<file path="src/rtl/prod_round_pkg.sv">
// Shared types for the product rounding lane.
// Assumes the 2-bit mode encoding below is fixed at the block boundary.
package prod_round_pkg;
    typedef enum logic [1:0] {
        TIE_DITHER = 2'b00,
        TIE_AWAY   = 2'b01,
        TIE_ZERO   = 2'b10,
        TIE_EVEN   = 2'b11
    } tie_mode_e;
endpackage

</file>
<file path="src/rtl/prod_round_carry_sel.sv">
// Picks the one-bit round carry that settles exact ties.
// Assumes IN_W > OUT_W, so the lowest kept bit sits at index IN_W-OUT_W.
module prod_round_carry_sel
    import prod_round_pkg::*;
#(
    parameter int IN_W  = 16,
    parameter int OUT_W = 8
) (
    input  logic [IN_W-1:0] prod,
    input  tie_mode_e       mode,
    input  logic            dither_bit,
    output logic            carry
);
    localparam int DROP = IN_W - OUT_W;

    // Map the selected tie rule onto a carry value.
    always_comb begin
        case (mode)
            TIE_DITHER: carry = dither_bit;
            TIE_AWAY:   carry = ~prod[IN_W-1];
            TIE_ZERO:   carry = prod[IN_W-1];
            default:    carry = prod[DROP];
        endcase
    end
endmodule

</file>
<file path="src/rtl/prod_round_add_trunc.sv">
// Adds the just-under-half offset and the carry at IN_W+1 bits, then keeps
// the upper OUT_W bits of the product field. Assumes IN_W > OUT_W >= 2.
module prod_round_add_trunc #(
    parameter int IN_W  = 16,
    parameter int OUT_W = 8
) (
    input  logic [IN_W-1:0]  prod,
    input  logic             carry,
    output logic [OUT_W-1:0] rounded
);
    localparam int DROP = IN_W - OUT_W;
    localparam int SW   = IN_W + 1;

    logic [SW-1:0] ext_w;
    logic [SW-1:0] k_w;
    logic [SW-1:0] cy_w;

    // Offset is zero when only one bit is dropped; the carry supplies the half.
    if (DROP > 1) begin : g_offset
        assign k_w = (SW'(1) << (DROP - 1)) - SW'(1);
    end else begin : g_no_offset
        assign k_w = '0;
    end

    // Sign-extend the product and widen the carry.
    always_comb begin
        ext_w = {prod[IN_W-1], prod};
        cy_w  = {{(SW-1){1'b0}}, carry};
    end

    // Sum at full width and drop the fraction; wraparound is intended.
    assign rounded = OUT_W'((ext_w + k_w + cy_w) >> DROP);
endmodule

</file>
<file path="src/rtl/prod_round_out_reg.sv">
// Output stage: one cycle of latency, and the data holds while the input is idle.
// Assumes a synchronous active-low reset.
module prod_round_out_reg #(
    parameter int OUT_W = 8
) (
    input  logic             clk,
    input  logic             rst_n,
    input  logic             in_valid,
    input  logic [OUT_W-1:0] rounded,
    output logic             out_valid,
    output logic [OUT_W-1:0] out_word
);
    // Register valid every cycle; capture data only on accepted inputs.
    always_ff @(posedge clk) begin
        if (!rst_n) begin
            out_valid <= 1'b0;
            out_word  <= '0;
        end else begin
            out_valid <= in_valid;
            if (in_valid) begin
                out_word <= rounded;
            end
        end
    end

    a_r7_valid_follows: assert property (@(posedge clk) disable iff (!rst_n)
        in_valid |=> out_valid);
    a_r7_valid_drops: assert property (@(posedge clk) disable iff (!rst_n)
        !in_valid |=> !out_valid);
    a_r7_hold_when_idle: assert property (@(posedge clk) disable iff (!rst_n)
        !in_valid |=> $stable(out_word));
endmodule

</file>
<file path="src/rtl/prod_round_lane.sv">
// Top of one rounding lane: carry select, offset adder with truncation,
// and the output register. Assumes IN_W > OUT_W >= 2.
module prod_round_lane
    import prod_round_pkg::*;
#(
    parameter int IN_W  = 16,
    parameter int OUT_W = 8
) (
    input  logic             clk,
    input  logic             rst_n,
    input  logic             in_valid,
    input  logic [IN_W-1:0]  in_prod,
    input  logic [1:0]       tie_mode,
    input  logic             dither_bit,
    output logic             out_valid,
    output logic [OUT_W-1:0] out_word
);
    localparam int DROP = IN_W - OUT_W;
    localparam logic [DROP-1:0] HALF = DROP'(1) << (DROP - 1);

    tie_mode_e        mode_e;
    logic             carry;
    logic [OUT_W-1:0] rounded;

    // Cast the raw mode pins to the shared enum.
    assign mode_e = tie_mode_e'(tie_mode);

    prod_round_carry_sel #(.IN_W(IN_W), .OUT_W(OUT_W)) u_carry (
        .prod       (in_prod),
        .mode       (mode_e),
        .dither_bit (dither_bit),
        .carry      (carry)
    );

    prod_round_add_trunc #(.IN_W(IN_W), .OUT_W(OUT_W)) u_add (
        .prod    (in_prod),
        .carry   (carry),
        .rounded (rounded)
    );

    prod_round_out_reg #(.OUT_W(OUT_W)) u_oreg (
        .clk       (clk),
        .rst_n     (rst_n),
        .in_valid  (in_valid),
        .rounded   (rounded),
        .out_valid (out_valid),
        .out_word  (out_word)
    );

    // the result is the truncation or the truncation plus one.
    a_r1_step: assert property (@(posedge clk) disable iff (!rst_n)
        in_valid |=> ((OUT_W'(out_word - $past(in_prod[IN_W-1:DROP])) == OUT_W'(0)) ||
                      (OUT_W'(out_word - $past(in_prod[IN_W-1:DROP])) == OUT_W'(1))));
    // a tie in even mode always leaves an even result.
    a_r6_even_tie: assert property (@(posedge clk) disable iff (!rst_n)
        (in_valid && tie_mode == 2'b11 && in_prod[DROP-1:0] == HALF) |=> !out_word[0]);
    // a positive tie in away mode rounds up.
    a_r4_away_pos_tie: assert property (@(posedge clk) disable iff (!rst_n)
        (in_valid && tie_mode == 2'b01 && !in_prod[IN_W-1] && in_prod[DROP-1:0] == HALF)
        |=> out_word == OUT_W'($past(in_prod[IN_W-1:DROP]) + OUT_W'(1)));
    // a positive tie in toward-zero mode truncates.
    a_r5_zero_pos_tie: assert property (@(posedge clk) disable iff (!rst_n)
        (in_valid && tie_mode == 2'b10 && !in_prod[IN_W-1] && in_prod[DROP-1:0] == HALF)
        |=> out_word == $past(in_prod[IN_W-1:DROP]));
endmodule

</file>
<file path="config.mk">
export PLATFORM = sky130hd
export DESIGN_NAME = prod_round_lane
export DESIGN_NICKNAME = d
export VERILOG_FILES = /design/src/rtl/prod_round_pkg.sv /design/src/rtl/prod_round_carry_sel.sv /design/src/rtl/prod_round_add_trunc.sv /design/src/rtl/prod_round_out_reg.sv /design/src/rtl/prod_round_lane.sv
export SDC_FILE = /design/constraint.sdc
export NUM_CORES = 1
export LEC_CHECK = 0
export ABC_AREA = 1
export BUFFER_PORTS_ARGS = -buffer_cell sky130_fd_sc_hd__buf_2
export CORE_UTILIZATION = 46
export DETAILED_ROUTE_END_ITERATION = 10
export HOLD_SLACK_MARGIN = 0.02
export MAX_ROUTING_LAYER = met4
export PLACE_DENSITY = 0.87
export SLEW_MARGIN = 20
export SYNTH_ARGS = -nofsm -noshare
export SYNTH_HDL_FRONTEND = slang
export SYNTH_HIERARCHICAL = 1
export SYNTH_SLANG_ARGS = --single-unit
</file>
<file path="constraint.sdc">
create_clock -name clk -period 1.4 [get_ports clk]
set_input_delay 0.28 -clock clk [delete_from_list [all_inputs] [get_ports clk]]
set_output_delay 0.28 -clock clk [all_outputs]
set_load 0.005 [all_outputs]
</file>
**Word-level counts from Yosys, hierarchy flattened**

Cells that the tools add are included.
W data, S select, Z words.

- Input port bits: 22
- Bits in registers: 9
- Output and inout port bits: 9
- Logic and storage cells: 9

- Reduce and logical (&&, ||, !) cells: 1
- Bitwise gates (word level): 1
- Add/sub/neg operators: 2
- Mux-type cells: 1
- Equality and inequality tests: 2

Operator list:

| operator | count |
|---|---|
| $add A16 B1 Y16 | 1 |
| $add A16 B8 Y16 const B | 1 |
| $pmux W1 S3 | 1 |
| $eq A2 B1 Y1 const B | 1 |
| $eq A2 B2 Y1 const B | 1 |
| $logic_not A2 Y1 | 1 |
| $not A1 Y1 | 1 |

**Depth between registers and ports, before layout**

- Word-level depth: 3
- Depth in mapped cells: 16
- Mapped depth without buffers: 15

**By module**

The synthesis kept the hierarchy.

Modules (own cells, without submodules):

| module | times used | area an instance (sq um) | cells each |
|---|---|---|---|
| prod_round_out_reg | 1 | 375.4 | 54 |
| prod_round_add_trunc | 1 | 310.3 | 67 |
| prod_round_carry_sel | 1 | 41.3 | 11 |

**Least setup slack after synthesis**

Ideal clock, no wire load.

- Kind: input port to flip-flop
- Start point: input in_prod[8]
- End point: register u_oreg.out_word[6]
- Slack: 0.097 ns
- Arrival: 1.191 ns
- Buffers on the path: 1
- Stages on the path: 15
- Cells stage by stage: nand2_1 -> nand2_1 -> nor2_1 -> nor2_1 -> inv_1 -> nand2_1 -> nor2_1 -> nand2_2 -> buf_6 -> nand4_1 -> nand2_1 -> inv_1 -> nand2_2 -> nand2_2 -> nor2_2

- Cells in the longest elaborated chain, start to end: 2
- Elaborated cells between the ends (all ways): 3

Ends and longest elaborated chain:

| what | line | text |
|---|---|---|
| from (decl) | prod_round_lane.sv:12 | `input logic [IN_W-1:0] in_prod,` |
| $pmux W1 S3 | prod_round_carry_sel.sv:18 | `case (mode)` |
| net carry | prod_round_lane.sv:22 | `logic carry;` |
| $add A16 B1 Y16 | prod_round_add_trunc.sv:32 | `assign rounded = OUT_W'((ext_w + k_w + cy_w) >> DROP);` |
| net rounded[6] | prod_round_lane.sv:23 | `logic [OUT_W-1:0] rounded;` |
| to (signal assigned) | prod_round_out_reg.sv:21 | `out_word <= rounded;` |
| to (decl) | prod_round_out_reg.sv:11 | `output logic [OUT_W-1:0] out_word` |

The timed path passes the listed nets, and every way through them passes these cells.
A chain may end at the register's enable or synchronous reset.

**Final worst setup path**

- Start point: input in_prod[15]
- End point: register u_oreg.out_word[3]

- Cells in the longest elaborated chain, start to end: 3

Ends and longest elaborated chain:

| what | line | text |
|---|---|---|
| $not A1 Y1 | prod_round_carry_sel.sv:20 | `TIE_AWAY: carry = ~prod[IN_W-1];` |
| $pmux W1 S3 (*) | prod_round_carry_sel.sv:18 |  |
| net carry | prod_round_lane.sv:22 |  |
| $add A16 B1 Y16 (*) | prod_round_add_trunc.sv:32 |  |
| net rounded[3] | prod_round_lane.sv:23 |  |

Mark *: on every way through the listed nets, which the timed path passes. The rest lies on a longest branch.

==> results.py <==
metrics = {
    "timing": {
        "fin_crit_sh": 0.8885,
        "min_period_ns": 1.244,
        "maxSlewViolCount": 0,
        "hold_violations": 0,
        "setup_viol": 0,
        "relSlewSlack": 0.8059,
        "fmax_mhz": 804.0,
        "rsz0062_at_grt": "false",
        "worst_hold_slack_ns": 0.3301,
        "worst_slack_ns": 0.1562,
        "worstMarginPinSlew_ns": 0.2912,
        "clock_skew_ns": 0,
    },
    "floorplan": {
        "die_y_um": 41.76,
        "fp-row-count": 13,
        "io_pins": 31,
        "die_w_um": 41.76,
        "die_area_mm2": 0.001743,
        "core_mm2": 0.001383,
        "start_util": 0.5258,
    },
    "logic_synthesis": {
        "yosys_warnings": 6,
        "synth_cells": 132,
        "syn_area_um2": 726.9,
        "synth_top_area_frac": 0.2530,
        "ys_ff_latch": 9,
        "synth_seq_area_share": 0.2478,
        "synth.area.top_cells": "nand2_1 25%, dfxtp_1 25%, inv_1 13%",
        "syn_area_per_cell_um2": 5.507,
        "yosysUniqueCellTypes": 13,
        "syn-num-nets": 154,
        "synth.largest_area_cell": "nand2_1",
    },
    "grt": {
        "antenna_found_initial": 0,
        "grt_use_total": 0.1972,
        "grt_pass1_wl_um": 2670,
        "overflow": 0,
        "grt_pass1_vias": 693,
        "grt_max_degree": 18,
    },
    "routing": {
        "via_count": 823,
        "drc": 0,
        "routed_wl_um": 1528,
        "ant_nets": 0,
        "viasPerCell": 4.572,
        "drt-wirelength-per-cell_um": 8.489,
        "wl_met2_um": 794,
        "wl_met3_um": 65,
        "top_layer_used": "met4",
        "drt-met1-wl_um": 653,
        "first_pass_iters": 4,
        "drtIter0Drc": 18,
    },
    "critical_path": {
        "r2r_cells": 2,
        "cp_slowest_stage_delay_ns": 0.13,
        "reg2reg_to": "u_oreg/out_word[5]",
        "critPathKind": "in2reg",
        "path_cells": "buf_2 > nand2_1 > nand2_1 > nor2_1 > nor2_1 > inv_1 > nand2_1 > nor2_4 > nand2_2 > nand3b_1 > nand2_1 > inv_1 > nand2_1 > nand2_1 > nor2_1",
        "reg2reg_from": "u_oreg/out_word[5]",
        "required_ns": 1.55,
        "end_kind": "register",
        "crit_fanout": 8,
        "slowest_stage": "nor2_4",
        "r2r_slack_ns": 0.84,
        "crit_top_cell": "nand2_1",
        "start_kind": "input pin",
        "arrival_ns": 1.39,
    },
    "placement": {
        "place_congestion": 0.8661,
        "port_buffers": 30,
        "hpwlAfterDp_um": 1211,
        "post-place-ws_ns": -0.1802,
    },
    "cts": {
        "clock_sinks": 9,
        "cts_max_level": 1,
        "postCtsSetupBuffers": 0,
        "clock_tree.buffer_depth": 2,
        "cts-buffers-inserted": 3,
        "cts-root-buf": "clkbuf_4",
        "clk_latency_ns": 0.25,
        "cts_tree": "done",
        "clk_pin_slew_worst_paths_ns": 0.06,
    },
    "power_and_ir_drop": {
        "pwr-share-clk": 0.297,
        "power_frac_comb": 0.266,
        "internal-power_uw": 459.0,
        "switching_share": 0.2895,
        "ir_drop_uv": 274.6,
        "switchingPower_uw": 187.0,
        "power_frac_seq": 0.437,
        "p_leak_nw": 0.5917,
        "total_power_uw": 646.0,
        "power.density_mw_per_mm2": 700.6,
    },
    "worst_hold_path": {
        "min_path_type": "in2reg",
        "hp-start": "rst_n",
        "whs_path_depth": 3,
        "hold_end": "u_oreg/out_word[6]",
    },
    "layout": {
        "layout_common_cells": "49 x nand2_1, 30 x buf_2, 25 x inv_1",
        "num-fill-cells": 142,
        "layout_commonest_cell": "nand2_1",
        "antenna_cells": 0,
        "area_growth_pct": 26.85,
        "drive_above_1_share": 0.2909,
        "layout.nets": 188,
    },
    "job": {
        "drv_cap": 0,
    },
    "status": {
        "status": "finished, final reports clean",
    },
}
==> worst max-delay path by stage <==
| stage | start | end | slack, ns | cells past startpoint |
|---|---|---|---|---|
| final | in_prod[15] | u_oreg/out_word[3] | 0.16 | 15 |
| after global routing | in_prod[15] | u_oreg/out_word[5] | 0.005 | 16 |
| after CTS | in_prod[15] | u_oreg/out_word[5] | 0.08 | 16 |
| after detailed placement | in_prod[15] | u_oreg/out_word[5] | -0.18 | 16 |
| after global placement | tie_mode[1] | u_oreg/out_word[6] | -0.1 | 15 |
| after floorplan | in_prod[8] | u_oreg/out_word[6] | 0.1 | 15 |
==> layer usage <==
metal,vias to the layer above,global-route usage
li1,450,-
met1,344,0.2184
met2,27,0.3531
met3,2,0.02609
met4,0,0.07742
met5,-,-
==> logic make-up after synthesis <==
family                 after synthesis  synth area share
buffers and inverters               30            0.1876
flip-flops                           9            0.2478
AND/OR/NAND/NOR                     93            0.5645
==> area by class of cell <==
| cell class | count | area (um^2) | area share |
|---|---|---|---|
| multi-input combinational | 94 | 434.2 | 0.4708 |
| sequential | 9 | 180.2 | 0.1954 |
| timing repair buffer | 32 | 165.2 | 0.1791 |
| inverter | 26 | 97.59 | 0.1058 |
| clock buffer | 4 | 26.28 | 0.02849 |
| tap | 15 | 18.77 | 0.02035 |
==> power by group through the flow <==
stage | sequential, mW | clock (mW) | combinational [mW]
global route | 0.284 | 0.210 | 0.196
global placement | 0.287 | 0 | 0.161
finish | 0.282 | 0.192 | 0.172
detailed placement | 0.288 | 0 | 0.167
CTS | 0.283 | 0.199 | 0.167
floorplan | 0.290 | 0 | 0.0979
==> state kept, by name, summed over array words and instances, names as in the netlist <==
name              flops
u_oreg/out_word       8
u_oreg/out_valid      1
==> worst max-delay path: cells and delay by family <==
kind          cells  cell delay (ns)
buf+inv           3             0.21
simple gates     12             0.89
==> through the flow <==
step | utilization | setup TNS (ns) | std cells | instance area (um^2)
floorplan | - | 0 | 132 | 726.9
global placement | 0.6308 | -0.6260 | 175 | 872.1
detailed placement | 0.6308 | -1.174 | 175 | 872.1
CTS | 0.6498 | 0 | 179 | 898.4
global route | 0.6670 | 0 | 180 | 922.1
finish | 0.6670 | 0 | 180 | 922.1
==> synthesized netlist by cell type <==
| cell | count |
|---|---|
| nor2_4 | 2 |
| nand3b_1 | 4 |
| nand3_1 | 5 |
| nand2_2 | 4 |
| inv_2 | 1 |
| nand2_1 | 49 |
| nor2_1 | 23 |
| nand4_1 | 3 |
| buf_2 | 1 |
| dfxtp_1 | 9 |
| inv_1 | 25 |
| nor2_2 | 3 |
| buf_6 | 3 |
==> timing repair <==
action / CTS / global route
hold buffers: 0 / 0
gates resized for setup: 0 / 4
setup endpoints to repair: 0 / 8
(Power assumes the default switching activity.)
